`src/rtl/raster_eng_pkg.sv`:
```
package raster_eng_pkg;
  localparam logic [1:0] SIZE_WORD = 2'b10;

  typedef enum logic [1:0] {
    BL_IDLE,
    BL_FILL,
    BL_RD,
    BL_WR
  } blit_st_e;
endpackage

```
`src/rtl/raster_eng_dec.sv`:
```
module raster_eng_dec
  import raster_eng_pkg::*;
#(
  parameter int PIX_W  = 20,
  parameter int DATA_W = 32,
  parameter int CLR_W  = 8
) (
  input  logic              clk_i,
  input  logic              rst_ni,
  input  logic              valid_i,
  input  logic              write_i,
  input  logic [1:0]        size_i,
  input  logic [PIX_W+2:0]  addr_i,
  input  logic [DATA_W-1:0] wdata_i,
  input  logic              busy_i,
  output logic              ready_o,
  output logic              start_o,
  output logic [PIX_W-1:0]  dest_o,
  output logic [DATA_W-1:0] opnd_o,
  output logic [CLR_W-1:0]  colour_o
);
  logic             take;
  logic             word_wr;
  logic [CLR_W-1:0] colour_r;
  logic             unused_bits;

  assign ready_o = !busy_i;
  assign take    = valid_i && ready_o;
  assign word_wr = take && write_i && (size_i == SIZE_WORD);
  assign start_o = word_wr && addr_i[2];
  assign dest_o  = addr_i[PIX_W+2:3];
  assign opnd_o  = wdata_i;
  assign colour_o = colour_r;
  assign unused_bits = ^addr_i[1:0];

  always_ff @(posedge clk_i or negedge rst_ni) begin
    if (!rst_ni) colour_r <= '0;
    else if (word_wr && !addr_i[2]) colour_r <= wdata_i[CLR_W-1:0];
  end

  // a narrow access must never reach the latch
  a_r9_narrow_keeps_latch: assert property (@(posedge clk_i) disable iff (!rst_ni)
    (take && write_i && size_i != SIZE_WORD) |=> $stable(colour_r));
endmodule

```
`src/rtl/raster_eng_stip.sv`:
```
module raster_eng_stip #(
  parameter int PIX_W  = 20,
  parameter int MASK_W = 32,
  parameter int CLR_W  = 8
) (
  input  logic              clk_i,
  input  logic              rst_ni,
  input  logic              start_i,
  input  logic [PIX_W-1:0]  dest_i,
  input  logic [MASK_W-1:0] mask_i,
  input  logic [CLR_W-1:0]  colour_i,
  output logic              busy_o,
  output logic              req_o,
  output logic [PIX_W-1:0]  addr_o,
  output logic [CLR_W-1:0]  wdata_o
);
  localparam int OFF_W = $clog2(MASK_W);

  logic [MASK_W-1:0] mask_r;
  logic [PIX_W-1:0]  dest_r;
  logic [CLR_W-1:0]  colour_r;
  logic [OFF_W-1:0]  top_idx;
  logic [OFF_W-1:0]  off;

  // highest set bit is served first -> lowest pixel offset first
  always_comb begin
    top_idx = '0;
    for (int i = 0; i < MASK_W; i++) begin
      if (mask_r[i]) top_idx = OFF_W'(i);
    end
  end

  assign off     = OFF_W'(MASK_W - 1) - top_idx;
  assign busy_o  = |mask_r;
  assign req_o   = busy_o;
  assign addr_o  = dest_r + {{(PIX_W-OFF_W){1'b0}}, off};
  assign wdata_o = colour_r;

  always_ff @(posedge clk_i or negedge rst_ni) begin
    if (!rst_ni) begin
      mask_r   <= '0;
      dest_r   <= '0;
      colour_r <= '0;
    end else if (start_i) begin
      mask_r   <= mask_i;
      dest_r   <= dest_i;
      colour_r <= colour_i;
    end else if (busy_o) begin
      mask_r[top_idx] <= 1'b0;
    end
  end

  // exactly one mask bit retired per write cycle
  a_r4_one_bit_per_write: assert property (@(posedge clk_i) disable iff (!rst_ni)
    (busy_o && !start_i) |=> ($countones(mask_r) + 1 == $countones($past(mask_r))));
  // pixel offsets rise within an operation
  a_r4_ascending_offset: assert property (@(posedge clk_i) disable iff (!rst_ni)
    (req_o && $past(req_o) && !$past(start_i)) |-> (off > $past(off)));
endmodule

```
`src/rtl/raster_eng_blit.sv`:
```
module raster_eng_blit
  import raster_eng_pkg::*;
#(
  parameter int PIX_W  = 20,
  parameter int DATA_W = 32,
  parameter int SRC_W  = 24,
  parameter int LEN_W  = 5,
  parameter int CLR_W  = 8
) (
  input  logic              clk_i,
  input  logic              rst_ni,
  input  logic              start_i,
  input  logic [PIX_W-1:0]  dest_i,
  input  logic [DATA_W-1:0] opnd_i,
  input  logic [CLR_W-1:0]  colour_i,
  output logic              busy_o,
  output logic              req_o,
  output logic              we_o,
  output logic [PIX_W-1:0]  addr_o,
  output logic [CLR_W-1:0]  wdata_o,
  input  logic [CLR_W-1:0]  rdata_i
);
  blit_st_e          st_r;
  logic [PIX_W-1:0]  src_r;
  logic [PIX_W-1:0]  dst_r;
  logic [LEN_W-1:0]  cnt_r;
  logic [LEN_W-1:0]  last_r;
  logic [CLR_W-1:0]  colour_r;
  logic [PIX_W-1:0]  cnt_x;
  logic              is_fill;
  logic              last;
  logic              unused_bits;

  assign is_fill = &opnd_i[SRC_W-1:0];
  assign cnt_x   = {{(PIX_W-LEN_W){1'b0}}, cnt_r};
  assign last    = (cnt_r == last_r);
  assign unused_bits = ^{opnd_i[DATA_W-1:SRC_W+LEN_W], opnd_i[SRC_W-1:PIX_W]};

  assign busy_o  = (st_r != BL_IDLE);
  assign req_o   = busy_o;
  assign we_o    = (st_r == BL_FILL) || (st_r == BL_WR);
  assign addr_o  = (st_r == BL_RD) ? (src_r + cnt_x) : (dst_r + cnt_x);
  assign wdata_o = (st_r == BL_WR) ? rdata_i : colour_r;

  always_ff @(posedge clk_i or negedge rst_ni) begin
    if (!rst_ni) begin
      st_r     <= BL_IDLE;
      src_r    <= '0;
      dst_r    <= '0;
      cnt_r    <= '0;
      last_r   <= '0;
      colour_r <= '0;
    end else begin
      case (st_r)
        BL_IDLE: if (start_i) begin
          st_r     <= is_fill ? BL_FILL : BL_RD;
          src_r    <= opnd_i[PIX_W-1:0];
          dst_r    <= dest_i;
          cnt_r    <= '0;
          last_r   <= opnd_i[SRC_W+LEN_W-1:SRC_W];
          colour_r <= colour_i;
        end
        BL_FILL: begin
          if (last) st_r <= BL_IDLE;
          else cnt_r <= cnt_r + 1'b1;
        end
        BL_RD: st_r <= BL_WR;
        BL_WR: begin
          if (last) st_r <= BL_IDLE;
          else begin
            cnt_r <= cnt_r + 1'b1;
            st_r  <= BL_RD;
          end
        end
        default: st_r <= BL_IDLE;
      endcase
    end
  end

  // every read is followed by its write
  a_r7_read_then_write: assert property (@(posedge clk_i) disable iff (!rst_ni)
    (st_r == BL_RD) |=> (st_r == BL_WR));
  // a copy write always carries data read the cycle before
  a_r7_write_after_read: assert property (@(posedge clk_i) disable iff (!rst_ni)
    (st_r == BL_WR) |-> $past(req_o && !we_o));
  // the run counter never passes the requested length
  a_r5_cnt_bound: assert property (@(posedge clk_i) disable iff (!rst_ni)
    busy_o |-> (cnt_r <= last_r));
endmodule

```
`src/rtl/raster_eng.sv`:
```
module raster_eng
  import raster_eng_pkg::*;
#(
  parameter int PIX_W  = 20,
  parameter int DATA_W = 32,
  parameter int SRC_W  = 24,
  parameter int LEN_W  = 5,
  parameter int CLR_W  = 8
) (
  input  logic              clk_i,
  input  logic              rst_ni,
  input  logic              bus_valid_i,
  input  logic              bus_write_i,
  input  logic [1:0]        bus_size_i,
  input  logic              bus_win_i,
  input  logic [PIX_W+2:0]  bus_addr_i,
  input  logic [DATA_W-1:0] bus_wdata_i,
  output logic              bus_ready_o,
  output logic [DATA_W-1:0] bus_rdata_o,
  output logic              busy_o,
  output logic              mem_req_o,
  output logic              mem_we_o,
  output logic [PIX_W-1:0]  mem_addr_o,
  output logic [CLR_W-1:0]  mem_wdata_o,
  input  logic [CLR_W-1:0]  mem_rdata_i
);
  logic              start;
  logic [PIX_W-1:0]  dest;
  logic [DATA_W-1:0] opnd;
  logic [CLR_W-1:0]  colour;
  logic              s_busy, s_req;
  logic [PIX_W-1:0]  s_addr;
  logic [CLR_W-1:0]  s_wdata;
  logic              b_busy, b_req, b_we;
  logic [PIX_W-1:0]  b_addr;
  logic [CLR_W-1:0]  b_wdata;

  assign busy_o      = s_busy || b_busy;
  assign bus_rdata_o = '0;

  raster_eng_dec #(.PIX_W(PIX_W), .DATA_W(DATA_W), .CLR_W(CLR_W)) u_dec (
    .clk_i, .rst_ni,
    .valid_i (bus_valid_i),
    .write_i (bus_write_i),
    .size_i  (bus_size_i),
    .addr_i  (bus_addr_i),
    .wdata_i (bus_wdata_i),
    .busy_i  (busy_o),
    .ready_o (bus_ready_o),
    .start_o (start),
    .dest_o  (dest),
    .opnd_o  (opnd),
    .colour_o(colour)
  );

  raster_eng_stip #(.PIX_W(PIX_W), .MASK_W(DATA_W), .CLR_W(CLR_W)) u_stip (
    .clk_i, .rst_ni,
    .start_i (start && !bus_win_i),
    .dest_i  (dest),
    .mask_i  (opnd),
    .colour_i(colour),
    .busy_o  (s_busy),
    .req_o   (s_req),
    .addr_o  (s_addr),
    .wdata_o (s_wdata)
  );

  raster_eng_blit #(.PIX_W(PIX_W), .DATA_W(DATA_W), .SRC_W(SRC_W),
                    .LEN_W(LEN_W), .CLR_W(CLR_W)) u_blit (
    .clk_i, .rst_ni,
    .start_i (start && bus_win_i),
    .dest_i  (dest),
    .opnd_i  (opnd),
    .colour_i(colour),
    .busy_o  (b_busy),
    .req_o   (b_req),
    .we_o    (b_we),
    .addr_o  (b_addr),
    .wdata_o (b_wdata),
    .rdata_i (mem_rdata_i)
  );

  assign mem_req_o   = s_req || b_req;
  assign mem_we_o    = s_req || b_we;
  assign mem_addr_o  = s_req ? s_addr : b_addr;
  assign mem_wdata_o = s_req ? s_wdata : b_wdata;

  // latch loads never start work
  a_r2_latch_no_busy: assert property (@(posedge clk_i) disable iff (!rst_ni)
    (bus_valid_i && bus_ready_o && bus_write_i && !bus_addr_i[2]) |=> !busy_o);
  // reads never start work
  a_r8_read_no_busy: assert property (@(posedge clk_i) disable iff (!rst_ni)
    (bus_valid_i && bus_ready_o && !bus_write_i) |=> !busy_o);
  // busy only rises from an accepted word trigger write
  a_r10_busy_from_trigger: assert property (@(posedge clk_i) disable iff (!rst_ni)
    $rose(busy_o) |-> $past(bus_valid_i && bus_ready_o && bus_write_i &&
                            bus_addr_i[2] && bus_size_i == SIZE_WORD));
  // the two engines never run together
  a_r11_one_engine: assert property (@(posedge clk_i) disable iff (!rst_ni)
    !(s_busy && b_busy));
endmodule

```
`config.mk`:
```
export PLATFORM = sky130hd
export DESIGN_NAME = raster_eng
export DESIGN_NICKNAME = d
export VERILOG_FILES = /design/src/rtl/raster_eng_pkg.sv /design/src/rtl/raster_eng_dec.sv /design/src/rtl/raster_eng_stip.sv /design/src/rtl/raster_eng_blit.sv /design/src/rtl/raster_eng.sv
export SDC_FILE = /design/constraint.sdc
export NUM_CORES = 1
export LEC_CHECK = 0
export BUFFER_PORTS_ARGS = -buffer_cell sky130_fd_sc_hd__clkbuf_2
export CORE_MARGIN = 2
export CORE_UTILIZATION = 26
export CTS_BUF_LIST = sky130_fd_sc_hd__clkbuf_2
export CTS_CLUSTER_DIAMETER = 200
export DETAILED_ROUTE_END_ITERATION = 6
export PLACE_DENSITY = 0.43
export RECOVER_POWER = 25
export SKIP_LAST_GASP = 1
export SLEW_MARGIN = 20
export SYNTH_ARGS = -nofsm -noshare
export SYNTH_HDL_FRONTEND = slang
export SYNTH_SLANG_ARGS = --single-unit
```
`constraint.sdc`:
```
create_clock -name clk_i -period 10.25 [get_ports clk_i]
set_input_delay 2.05 -clock clk_i [delete_from_list [all_inputs] [get_ports clk_i]]
set_output_delay 2.05 -clock clk_i [all_outputs]
set_load 0.02 [all_outputs]
```
== Word-level counts from Yosys, hierarchy flattened ==
Cells that the tools add are included.

* Register bits after elaboration: 128
* Input bits: 70
* Output and inout port bits: 64
* Logic and storage cells: 98

* Add/sub/neg operators: 5
* $lt $le $gt $ge: 2
* Eq/ne operators: 8
* Multiplexer cells: 47
* Bitwise logic cells: 2
* Reduce and logical (&&, ||, !) cells: 24

{| class="wikitable"
|+ Operator list
! cell !! count
|-
| $mux W5 || 32
|-
| $mux W32 || 2
|-
| $add A20 B5 Y20 || 3
|-
| $mux W20 || 2
|-
| $and A32 B32 Y32 || 1
|-
| $not A32 Y32 || 1
|-
| $reduce_or A32 Y1 || 1
|-
| $reduce_and A24 Y1 || 1
|-
| $mux W8 || 2
|-
| $pmux W5 S2 || 1
|-
| $logic_and A1 B1 Y1 || 8
|-
| $mux W2 || 4
|-
| $pmux W2 S4 || 1
|-
| $eq A2 B2 Y1 const B || 3
|-
| $lt A5 B6 Y1 const B || 1
|-
| $reduce_bool A2 Y1 || 3
|-
| $add A5 B1 Y5 const B || 1
|-
| $demux W1 S5 || 1
|-
| $eq A5 B5 Y1 || 1
|-
| $ge A5 B1 Y1 const B || 1
|-
| $sub A5 B5 Y5 const A || 1
|-
| $ne A2 B1 Y1 const B || 2
|-
| $reduce_and A2 Y1 || 2
|-
| $logic_not A1 Y1 || 3
|-
| other kinds (7) || 10
|}

== Depth between registers and ports, before layout ==
Gate-level depths: netlist of the first run.

* Depth in word-level cells: 39
* Mapped depth: 15

== Modules after synthesis ==
From an unflattened synthesis of the first run, not the netlist that was laid out.

* Cells, all modules: 742
* Area total of the unflattened synthesis: 8,172.8 sq um

{| class="wikitable"
|+ By module, submodules not included
! module !! times used !! cells each !! area each (sq um)
|-
| raster_eng_stip || 1 || 332 || 3,422.0
|-
| raster_eng_blit || 1 || 268 || 3,280.6
|-
| raster_eng_dec || 1 || 73 || 740.7
|-
| raster_eng || 1 || 69 || 729.4
|}

== Worst setup path after synthesis of the first run ==
No wires, ideal clock.

* Path type: reg2out
* Start point: register u_blit.st_r[0]
* End point: output mem_addr_o[12]
* Arrival: 4.059 ns
* Data required time: 8.200 ns
* Path slack: 4.141 ns
* Cell stages (with the launch flop): 16
* Cell sequence: dfrtp_1 > nand2b_1 > clkbuf_1 > buf_2 > buf_1 > buf_2 > mux2_2 > ha_1 > fa_1 > a211oi_1 > nor2_1 > o21ai_1 > nor3_1 > xnor2_1 > and3_1 > a211oi_1

* Word-level cells in the longest chain between the ends: 3

{| class="wikitable"
|+ Ends and longest elaborated chain
! what !! RTL line !! source
|-
| from (decl) || raster_eng_blit.sv:23 || <nowiki>blit_st_e st_r;</nowiki>
|-
| from (signal assigned) || raster_eng_blit.sv:56 || <nowiki>st_r <= is_fill ? BL_FILL : BL_RD;</nowiki>
|-
| $eq A2 B2 Y1 || raster_eng_blit.sv:42 || <nowiki>assign addr_o = (st_r == BL_RD) ? (src_r + cnt_x) : (dst_r + cnt_x);</nowiki>
|-
| $mux W20 || raster_eng_blit.sv:42 ||
|-
| $mux W20 || raster_eng.sv:85 || <nowiki>assign mem_addr_o = s_req ? s_addr : b_addr;</nowiki>
|-
| to (decl) || raster_eng.sv:23 || <nowiki>output logic [PIX_W-1:0] mem_addr_o,</nowiki>
|}

Every way passes these cells.

== Worst setup path in the final report of the first run ==
* Start point: register u_stip.mask_r[24]
* End point: output mem_addr_o[12]

* Word-level cells in the longest chain between the ends: 11
* Elaborated cells between the ends (all ways): 12
* Classes of those cells: add/sub: 2; mux: 9; reduce/logical: 1

{| class="wikitable"
|+ Ends and longest elaborated chain
! what !! RTL line !! source
|-
| from (decl) || raster_eng_stip.sv:19 || <nowiki>logic [MASK_W-1:0] mask_r;</nowiki>
|-
| from (signal assigned) || raster_eng_stip.sv:45 || <nowiki>mask_r <= mask_i;</nowiki>
|-
| $mux W5 (8 in series) || raster_eng_stip.sv:29 || <nowiki>if (mask_r[i]) top_idx = OFF_W'(i);</nowiki>
|-
| $sub A5 B5 Y5 || raster_eng_stip.sv:33 || <nowiki>assign off = OFF_W'(MASK_W - 1) - top_idx;</nowiki>
|-
| $add A20 B5 Y20 || raster_eng_stip.sv:36 || <nowiki>assign addr_o = dest_r + {{(PIX_W-OFF_W){1'b0}}, off};</nowiki>
|-
| $mux W20 (*) || raster_eng.sv:85 ||
|}

Every way passes the cells marked *; elsewhere a longest branch is shown, timed or not.

==> results of run 1 <==
state kept, by name, summed over array words and instances, names as in the netlist, 8 cells and up:
name             flops
u_stip.mask_r       32
u_blit.dst_r        20
u_blit.src_r        20
u_stip.dest_r       20
u_blit.colour_r      8
u_dec.colour_o       8
u_stip.wdata_o       8
synth_stat cells (all sizes together) (5+ instances only):
cell and number:
nand3 17, or3 7, mux2i 25, nor2 41, or2 6, nor3 12
and3 5, o31ai 10, inv 16, nor4 17, o211ai 5, a21o 12
a21oi 19, nand2 226, o21ai 45, xor2 18, nand4 14, xnor2 17
a22o 15, a21boi 5, a211oi 6, ha 11, a31oi 5, nand2b 6
clkbuf 14, o21a 6, mux2 42, buf 49, dfrtp 128
layer usage:
metal / track usage / vias to the layer above
met5: 0 / -
met4: 0.02311 / 4
met3: 0.03412 / 12
met2: 0.2542 / 170
met1: 0.2369 / 3049
li1: - / 3056
area by class of cell:
class                      count  area (um2)
antenna                        4       10.01
clock buffer                  17       85.08
clock inverter                15       168.9
fill                        3160       20000
inverter                      16       60.06
multi-input combinational    662        3981
sequential                   128        3203
tap                          384       480.5
timing repair buffer         107       554.3
through the flow:
stage               cell area, um2  hold slack, ns  total power (W)
floorplan                     7627          0.4331        0.0008633
global placement              8287          0.4552         0.001031
detailed placement            8287          0.4572         0.001029
CTS                           8541          0.4959         0.001383
global route                  8543          0.5229         0.001449
finish                        8543          0.4907         0.001365
worst max-delay path, cell delays in order (launching register included):
cell	delay, ns
dfrtp_1	0.48
inv_1	0.09
a21oi_1	0.15
o21ai_0	0.12
or2_2	0.33
o21bai_1	0.65
nor2_1	0.27
nor2_1	0.18
ha_1	0.28
ha_1	0.29
nand2_1	0.08
a21o_1	0.31
a21oi_1	0.22
xnor2_1	0.10
a211oi_1	0.32
clkbuf_2	0.23
cells by family after synthesis:
logic type / synth area share
compound gates: 0.1366
xor+xnor: 0.04081
fa+ha+maj: 0.02099
buf+inv: 0.05964
flops: 0.4265
mux: 0.09628
other cells: 0.0004993
simple gates: 0.2187
placed cells by master (no fill, tap or decap), types with 15 or more instances in the layout:
cell type,count
o21ai_0,38
a21oi_1,19
xor2_1,18
mux2_1,26
nand2_1,226
mux2_2,16
clkbuf_2,115
conb_1,32
xnor2_1,17
mux2i_1,25
nor2_1,38
inv_1,16
nand3_1,16
dfrtp_1,128
a22o_1,15
where the power goes:
| part | internal (W) | switching (W) |
|---|---|---|
| clock network | 0.000134 | 0.000212 |
| logic | 0.000156 | 0.000325 |
| registers | 0.000522 | 0.0000179 |
path summary, 6_finish.rpt:
check / endpoint / cells past startpoint
worst max-delay path: mem_addr_o[12] / 15
worst min-delay path: u_blit.src_r[18]$_DFFE_PN0P_ / 2
worst max register to register: u_stip.dest_r[0]$_DFFE_PN0P_ / 8
worst min register to register: u_blit.src_r[18]$_DFFE_PN0P_ / 2
max in group asynchronous: u_blit.src_r[9]$_DFFE_PN0P_ / 2
min in group asynchronous: u_blit.dst_r[8]$_DFFE_PN0P_ / 1
==> impl_metrics.csv, run 1 <==
group,metric,value,unit
outcome,outcome,"complete, but fails checks",
outcome,violations,"max-capacitance violations, max-slew violations",
placed_design,dp_cells,1297,
sta,worst_pin_slew,4.360,ns
placed_design,dp_hpwl,17770,um
sta,timing.final.max_slew_violations,78,
sta,fin_crit,6.858,ns
detailed_routing,route.detailed.drc,0,
worst_setup_path,cp.required,8.20,ns
synth,netlist_instances,838,
sta,finalSetupTns,0,ns
pwr,vdd.ir_drop.worst,90.57,uV
detailed_routing,vias,6291,
min_path,hold_path_startpoint,"u_blit.src_r[18]$_DFFE_PN0P_",
clock_network,cts_htree_levels,4,
detailed_routing,ant_nets,0,
layout,fin_util,0.2993,
grt,antenna_found_initial,3,
layout,drive_gt1_frac,0.1778,
clock_network,cts_setup_buffers,0,
synth,synth-async-reset-ratio,1.000,
synth,synthTopCellsByArea,"dfrtp_1 (43%), nand2_1 (11%), mux2_1 (3.9%)",
detailed_routing,top_layer,"met5",
die,fp.coreArea,28550,um2
synth,synth_seq_area_share,0.4265,
grt,grt_pass1_vias,6140,
sta,fmax,145.8,MHz
detailed_routing,routed_wl,24120,um
die,dieArea,30260,um2
sta,slew_headroom,-1.906,
clock_network,post_cts_resized,0,
placed_design,post-place-ws,4.204,ns
clock_network,postCtsHoldBufs,0,
synth,synth_top_area_cell,"dfrtp_1",
grt,overflow,0,
worst_setup_path,start_kind,"flip-flop",
layout,nNetsFinal,1014,
worst_setup_path,cp.arrival,4.81,ns
sta,timing.final.ws_setup,3.392,ns
min_path,hp-class,"flip-flop to flip-flop",
layout,area_growth,13.74,%
detailed_routing,wirelength_met1,12120,um
synth,synth_edf_count,0,
detailed_routing,drtIter0Drc,462,
flow_run,cap_violations,1,
synth,synth_top_area_frac,0.4265,
worst_setup_path,crit_fanout,10,
grt,track_usage,0.1628,
clock_network,clock-sinks,128,
detailed_routing,met3WireLength,1034,um
detailed_routing,wire_per_inst,18.09,um
detailed_routing,drt_pre_antenna_iters,5,
pwr,p_leak,4.372,nW
clock_network,tritoncts,"built",
clock_network,numCtsBuffers,17,
placed_design,port-buffer-count,99,
clock_network,clockBufferDepth,2,
synth,synth_ff_type,"dfrtp_1",
worst_setup_path,endpoint_kind,"output port",
detailed_routing,vias_per_cell,4.719,
worst_setup_path,timing.rr.start,"u_stip.mask_r[25]$_DFFE_PN0P_",
synth,synth_area,7511,um2
synth,ys_types,58,
clock_network,clock_latency,0.71,ns
worst_setup_path,setup.worst_path.start,"u_stip.mask_r[24]$_DFFE_PN0P_",
die,fp.dieH,174.0,um
worst_setup_path,rrSetupSlack,6.73,ns
grt,grt_first_pass_wirelength,37630,um
sta,hold_viol_final,0,
grt,grt_max_degree,78,
sta,setup_viol,0,
synth,avgSynthCellArea,8.963,um2
detailed_routing,route.met2.wl,10820,um
die,row_count,62,
sta,rsz0062_at_grt,"false",
worst_setup_path,worstSetupPathType,"flip-flop to output port",
die,die_w,174.0,um
sta,fin_crit_sh,0.6691,
clock_network,clock-root-buffer,"clkbuf_2",
clock_network,clk_pin_slew,0.20,ns
layout,fin_cells,1333,
pwr,power.density,159.8,nW/um2
synth,yosysWarningCount,0,
die,start_util,0.2631,
sta,skew,0.03663,ns
die,io_pins,134,
placed_design,gp_congestion,0.8460,
synth,ys_ff_latch,128,
Note: power is estimated with default switching activity, not from simulation.
==> run 2, diff against run 1 <==
Settings changed: ABC_AREA set to 1.
Clock period 10.25 ns to 6.8 ns, I/O delays scaled along.
==> impl_metrics.csv, run 2 <==
group,metric,value,unit
outcome,outcome,"complete, but fails checks",
outcome,violations,"max-capacitance violations, max-slew violations",
layout,regMostFlops,"u_stip.mask_r",
placed_design,dp_hpwl,16860,um
sta,timing.final.max_slew_violations,131,
grt,track_usage,0.1549,
clock_network,numCtsBuffers,17,
clock_network,clock_latency,0.73,ns
worst_setup_path,crit_fanout,11,
detailed_routing,drt_pre_antenna_iters,5,
worst_setup_path,worst_path_max_delay_cell,"dfrtp_1",
min_path,hp-class,"flip-flop to flip-flop",
clock_network,clk_pin_slew,0.23,ns
sta,fin_crit,6.156,ns
layout,final_common_cell,"nand2_1",
layout,area_growth,12.57,%
synth,synth-async-reset-ratio,1.000,
clock_network,postCtsHoldBufs,0,
worst_setup_path,cpMostUsedCell,"nand2_1",
sta,worst_pin_slew,3.784,ns
sta,fin_crit_sh,0.9052,
placed_design,port-buffer-count,99,
sta,rsz0062_at_grt,"false",
synth,synth_edf_count,0,
layout,final_cell_mix,"nand2_1 (300), inv_1 (135), dfrtp_1 (128)",
detailed_routing,vias,6809,
sta,slew_headroom,-1.523,
layout,drive_gt1_frac,0.1599,
detailed_routing,routed_wl,22920,um
synth,ys_types,51,
synth,synth_top_area_cell,"dfrtp_1",
detailed_routing,vias_per_cell,4.471,
detailed_routing,route.met2.wl,10620,um
placed_design,gp_congestion,0.8204,
synth,synthTopCellsByCount,"nand2_1 (300), inv_1 (135), dfrtp_1 (128), o21ai_0 (104), nor2_1 (63)",
detailed_routing,ant_nets,0,
detailed_routing,route.detailed.drc,0,
synth,synth_ff_type,"dfrtp_1",
layout,nNetsFinal,1207,
worst_setup_path,path_delay_family,"simple AND/OR/NAND/NOR gates",
synth,netlist_instances,1038,
worst_setup_path,cp_num_buf_inv,3,
worst_setup_path,worstSetupPathType,"flip-flop to output port",
clock_network,cts_setup_buffers,0,
detailed_routing,wire_per_inst,15.05,um
clock_network,tritoncts,"built",
die,dieArea,30840,um2
synth,ys_ff_latch,128,
synth,synth_most_common_cell,"nand2_1",
detailed_routing,met3WireLength,1009,um
synth,synth_top_area_frac,0.4184,
detailed_routing,drtIter0Drc,456,
die,start_util,0.2653,
layout,fin_util,0.2986,
worst_setup_path,endpoint_kind,"output port",
worst_setup_path,cp.required,5.44,ns
grt,grt_max_degree,84,
synth,synth_seq_area_share,0.4184,
grt,grt_pass1_vias,6603,
synth,yosysWarningCount,0,
clock_network,clockBufferDepth,2,
flow_run,cap_violations,2,
die,die_w,175.6,um
clock_network,post_cts_resized,0,
sta,setup_viol,0,
synth,synthTopCellsByArea,"dfrtp_1 (42%), nand2_1 (15%), o21ai_0 (6.8%)",
die,fp.coreArea,28860,um2
pwr,power.density,430.8,nW/um2
synth,avgSynthCellArea,7.376,um2
grt,grt_first_pass_wirelength,36800,um
detailed_routing,top_layer,"met4",
worst_setup_path,max_stage_delay,0.45,ns
die,io_pins,134,
die,fp.dieH,175.6,um
die,row_count,62,
sta,fmax,162.5,MHz
sta,skew,0.04457,ns
grt,antenna_found_initial,1,
grt,overflow,0,
pwr,vdd.ir_drop.worst,318.0,uV
worst_setup_path,cp.arrival,4.80,ns
layout,largest_reg_flops,32,
clock_network,clock-sinks,128,
detailed_routing,wirelength_met1,11020,um
sta,finalSetupTns,0,ns
synth,synth_area,7656,um2
clock_network,cts_htree_levels,4,
sta,whs,0.5001,ns
pwr,p_leak,4.277,nW
clock_network,clock-root-buffer,"clkbuf_2",
worst_setup_path,start_kind,"flip-flop",
sta,hold_viol_final,0,
-- run 2: worst register-to-register path, stage by stage, from the launching register on --
cell	delay (ns)
dfrtp_1	0.46
nor4_1	0.40
inv_1	0.14
nor2_2	0.14
nand2_1	0.09
inv_2	0.14
nand3_4	0.33
nor2_4	0.30
nand3_1	0.15
nor2_4	0.82
inv_1	0.09
buf_4	0.34
nand2_1	0.11
o21ai_0	0.09
-- run 2: cell families after synthesis --
family                     share of synthesized area
AOI/OAI and AO/OA                             0.1392
xor gates and xnor gates                    0.009152
adders and majority gates                    0.02059
buffers and inverters                         0.1229
DFF                                           0.4184
muxes                                        0.01013
other                                      0.0004898
and+or+nand+nor                               0.2791
-- run 2: final cells by class --
cell class / instances / area [um2]
timing repair buffer: 105 / 536.8
sequential: 128 / 3203
fill: 3239 / 20240
antenna: 1 / 2.502
clock inverter: 15 / 137.6
inverter: 143 / 536.8
clock buffer: 17 / 85.08
multi-input combinational: 730 / 3636
tap: 384 / 480.5
-- run 2: through the flow --
stage | setup slack [ns] | total power (W) | instance area, um2 | cells
finish | 0.6445 | 0.003713 | 8618 | 1523
global route | 0.08536 | 0.004070 | 8618 | 1523
CTS | 0.5135 | 0.003787 | 8626 | 1522
detailed placement | 1.415 | 0.003299 | 8403 | 1490
global placement | 1.364 | 0.003304 | 8403 | 1490
floorplan | 1.871 | 0.002599 | 7772 | 1069
-- run 2: final timing paths --
check / start / to / slack, ns / cells after the start
max: u_stip.mask_r[1]$_DFFE_PN0P_ / mem_addr_o[16] / 0.64 / 41
min: u_stip.mask_r[3]$_DFFE_PN0P_ / u_stip.mask_r[3]$_DFFE_PN0P_ / 0.50 / 2
max reg2reg: u_stip.mask_r[25]$_DFFE_PN0P_ / u_stip.wdata_o[2]$_DFFE_PN0P_ / 3.05 / 13
min reg2reg: u_stip.mask_r[3]$_DFFE_PN0P_ / u_stip.mask_r[3]$_DFFE_PN0P_ / 0.50 / 2
max in group asynchronous: rst_ni / u_blit.dst_r[15]$_DFFE_PN0P_ / 1.75 / 2
min in group asynchronous: rst_ni / u_blit.last_r[0]$_DFFE_PN0P_ / 1.92 / 1
-- run 2: layer usage --
metal,up-vias,GRT usage
met5,-,0
met1,3165,0.2150
met2,159,0.2490
met3,14,0.02944
li1,3471,-
met4,0,0.03719
-- run 2: report_power, final --
| part | switching [W] | internal, W |
|---|---|---|
| registers | 0.0000885 | 0.000846 |
| logic | 0.00164 | 0.000668 |
| clock network | 0.000332 | 0.000136 |
| total | 0.00206 | 0.00165 |
==> run 3, diff against run 2 <==
Settings changed: CTS_BUF_LIST sky130_fd_sc_hd__clkbuf_2 to not set, PLACE_DENSITY 0.43 to 0.45.
Clock period 6.8 ns to 5 ns, I/O delays scaled along.
==> impl_metrics.csv, run 3 (synthesis results as in run 2) <==
group,metric,value,unit
clock_network,clock-root-buffer,"clkbuf_16",
min_path,whs_path_depth,2,
layout,largest_reg_flops,32,
worst_setup_path,cp.arrival,3.76,ns
sta,slew_headroom,-1.026,
worst_setup_path,start_kind,"flip-flop",
sta,timing.final.ws_setup,0.2393,ns
placed_design,dp_hpwl,17460,um
worst_setup_path,cp.required,4.00,ns
layout,regMostFlops,"u_stip.mask_r",
outcome,outcome,"complete, but fails checks",
die,row_count,62,
clock_network,clock_latency,0.43,ns
sta,setup_viol,0,
layout,nNetsFinal,1225,
detailed_routing,vias,6880,
sta,hold_viol_final,0,
grt,track_usage,0.1571,
layout,multi_input_area,3794,um2
layout,drive_gt1_frac,0.1955,
sta,fmax,210.1,MHz
placed_design,port-buffer-count,99,
clock_network,tritoncts,"built",
die,start_util,0.2653,
outcome,violations,"max-capacitance violations, max-slew violations",
min_path,hp-class,"flip-flop to flip-flop",
worst_setup_path,max_stage_delay,0.37,ns
sta,skew,0.01302,ns
die,die_w,175.6,um
placed_design,gp_congestion,0.8039,
detailed_routing,drt_pre_antenna_iters,5,
layout,num-fill-cells,3176,
layout,final_cell_mix,"nand2_1 (293), inv_1 (132), dfrtp_1 (128)",
clock_network,clock-sinks,128,
worst_setup_path,worst_path_max_delay_cell,"mux2_2",
layout,final_common_cell,"nand2_1",
worst_setup_path,crit_chain,"inv_1, nand2_1, mux2_2, ha_1, inv_1, o31ai_1, nand2_1, a21oi_2, nand4_1, nor2_1, nand2_1, inv_1, nand4_1, nor2_1, a21oi_1, o21ai_0, o21ai_1, buf_2",
sta,fin_crit_sh,0.9521,
sta,rsz0062_at_grt,"true",
sta,timing.final.max_slew_violations,54,
die,fp.coreArea,28860,um2
clock_network,clk_pin_slew,0.06,ns
worst_setup_path,endpoint_kind,"output port",
sta,worst_pin_slew,3.039,ns
clock_network,clockBufferDepth,2,
pwr,power.density,653.8,nW/um2
placed_design,post-place-ws,0.4407,ns
grt,overflow,0,
sta,finalSetupTns,0,ns
layout,fin_util,0.3224,
die,fp.dieH,175.6,um
clock_network,numCtsBuffers,17,
pwr,vdd.ir_drop.worst,297.1,uV
detailed_routing,ant_nets,0,
die,dieArea,30840,um2
worst_setup_path,path_delay_family,"simple AND/OR/NAND/NOR gates",
detailed_routing,routed_wl,23560,um
layout,area_growth,21.52,%
grt,grt_first_pass_wirelength,36870,um
detailed_routing,route.detailed.drc,0,
worst_setup_path,worstSetupPathType,"flip-flop to output port",
grt,antenna_found_initial,0,
worst_setup_path,rrSetupSlack,1.82,ns
die,io_pins,134,
detailed_routing,wire_per_inst,15.30,um
worst_setup_path,reg2reg_depth,14,
layout,antenna_cells,0,
min_path,hold_path_startpoint,"u_blit.dst_r[1]$_DFFE_PN0P_",
detailed_routing,vias_per_cell,4.468,
clock_network,cts_htree_levels,4,
pwr,p_leak,4.532,nW
worst_setup_path,crit_fanout,6,
worst_setup_path,timing.rr.start,"u_stip.mask_r[25]$_DFFE_PN0P_",
clock_network,postCtsHoldBufs,0,
detailed_routing,drtIter0Drc,488,
worst_setup_path,r2r-end,"u_stip.wdata_o[4]$_DFFE_PN0P_",
layout,seq_area,3203,um2
grt,grt_pass1_vias,6599,
min_path,whs_endpoint,"u_blit.dst_r[1]$_DFFE_PN0P_",
worst_setup_path,cp_num_buf_inv,4,
sta,whs,0.4708,ns
grt,grt_max_degree,77,
sta,fin_crit,4.761,ns
flow_run,cap_violations,1,
==> run 3: cell types whose count changed in the layout (fill, tap and decap cells not counted), sizes merged <==
cell / change
a21oi: +1
buf: +32
clkbuf: -13
clkinv: -3
diode: -1
inv: +1
==> run 3: power breakdown <==
group,total (W),switching [W],internal [W]
Sequential,0.00125,0.0000984,0.00115
Combinational,0.00362,0.00243,0.00119
Clock,0.00121,0.000519,0.000693
==> run 3: worst register-to-register path, cell delays in order (launching register included) <==
cell,delay [ns]
dfrtp_1,0.40
nor4_1,0.38
inv_1,0.14
nor2_2,0.14
nand2_1,0.09
inv_2,0.14
nand3_4,0.09
buf_4,0.28
nor2_4,0.19
nand3_1,0.10
nor2_2,0.18
inv_1,0.34
buf_4,0.38
nand2_1,0.10
o21ai_0,0.08
==> run 3: worst max path at each step <==
stage / from / endpoint / slack [ns] / depth (start not counted)
2_1_floorplan: u_blit.st_r[0]$_DFFE_PN0P_ / mem_addr_o[19] / 0.43 / 20
3_3_place_gp: u_stip.mask_r[1]$_DFFE_PN0P_ / mem_addr_o[16] / 0.45 / 41
3_5_place_dp: u_stip.mask_r[3]$_DFFE_PN0P_ / mem_addr_o[16] / 0.44 / 41
4_1_cts: u_stip.mask_r[3]$_DFFE_PN0P_ / mem_addr_o[16] / -0.04 / 41
5_1_grt: u_stip.mask_r[1]$_DFFE_PN0P_ / mem_addr_o[12] / -0.19 / 40
6_report: u_blit.st_r[0]$_DFFE_PN0P_ / mem_addr_o[18] / 0.24 / 18
==> run 3: layout make-up <==
| type | count | share of cell area |
|---|---|---|
| repair buffers | 122 | 0.07827 |
| inverters | 143 | 0.05769 |
| well taps | 384 | 0.05164 |
| clock inverters | 13 | 0.01385 |
| multi-input cells | 731 | 0.4077 |
| flip-flops and latches | 128 | 0.3443 |
| clock buffers | 19 | 0.04653 |
==> run 3: timing repair <==
action | 4_1_cts | 5_1_grt
setup endpoints to repair | 2 | 18
buffers inserted | 0 | 4
gates resized for setup | 3 | 76
gates cloned | 1 | 0
hold endpoints to repair | 0 | 0
pin swaps | 1 | 13
==> run 3: stage by stage <==
stage	area, um2	cells	power [W]
floorplan	7772	1069	0.003535
global placement	8504	1503	0.004584
detailed placement	8504	1503	0.004593
CTS	9080	1536	0.005847
global route	9304	1540	0.006545
finish	9304	1540	0.006083
==> run 3: per-layer routing <==
layer  up-vias  GRT usage  share of wire
met1      3200     0.2182           0.48
met5         -          0              0
met3        14    0.03030          0.045
li1       3503          -              -
met4         0    0.03685         0.0088
met2       163     0.2526           0.47
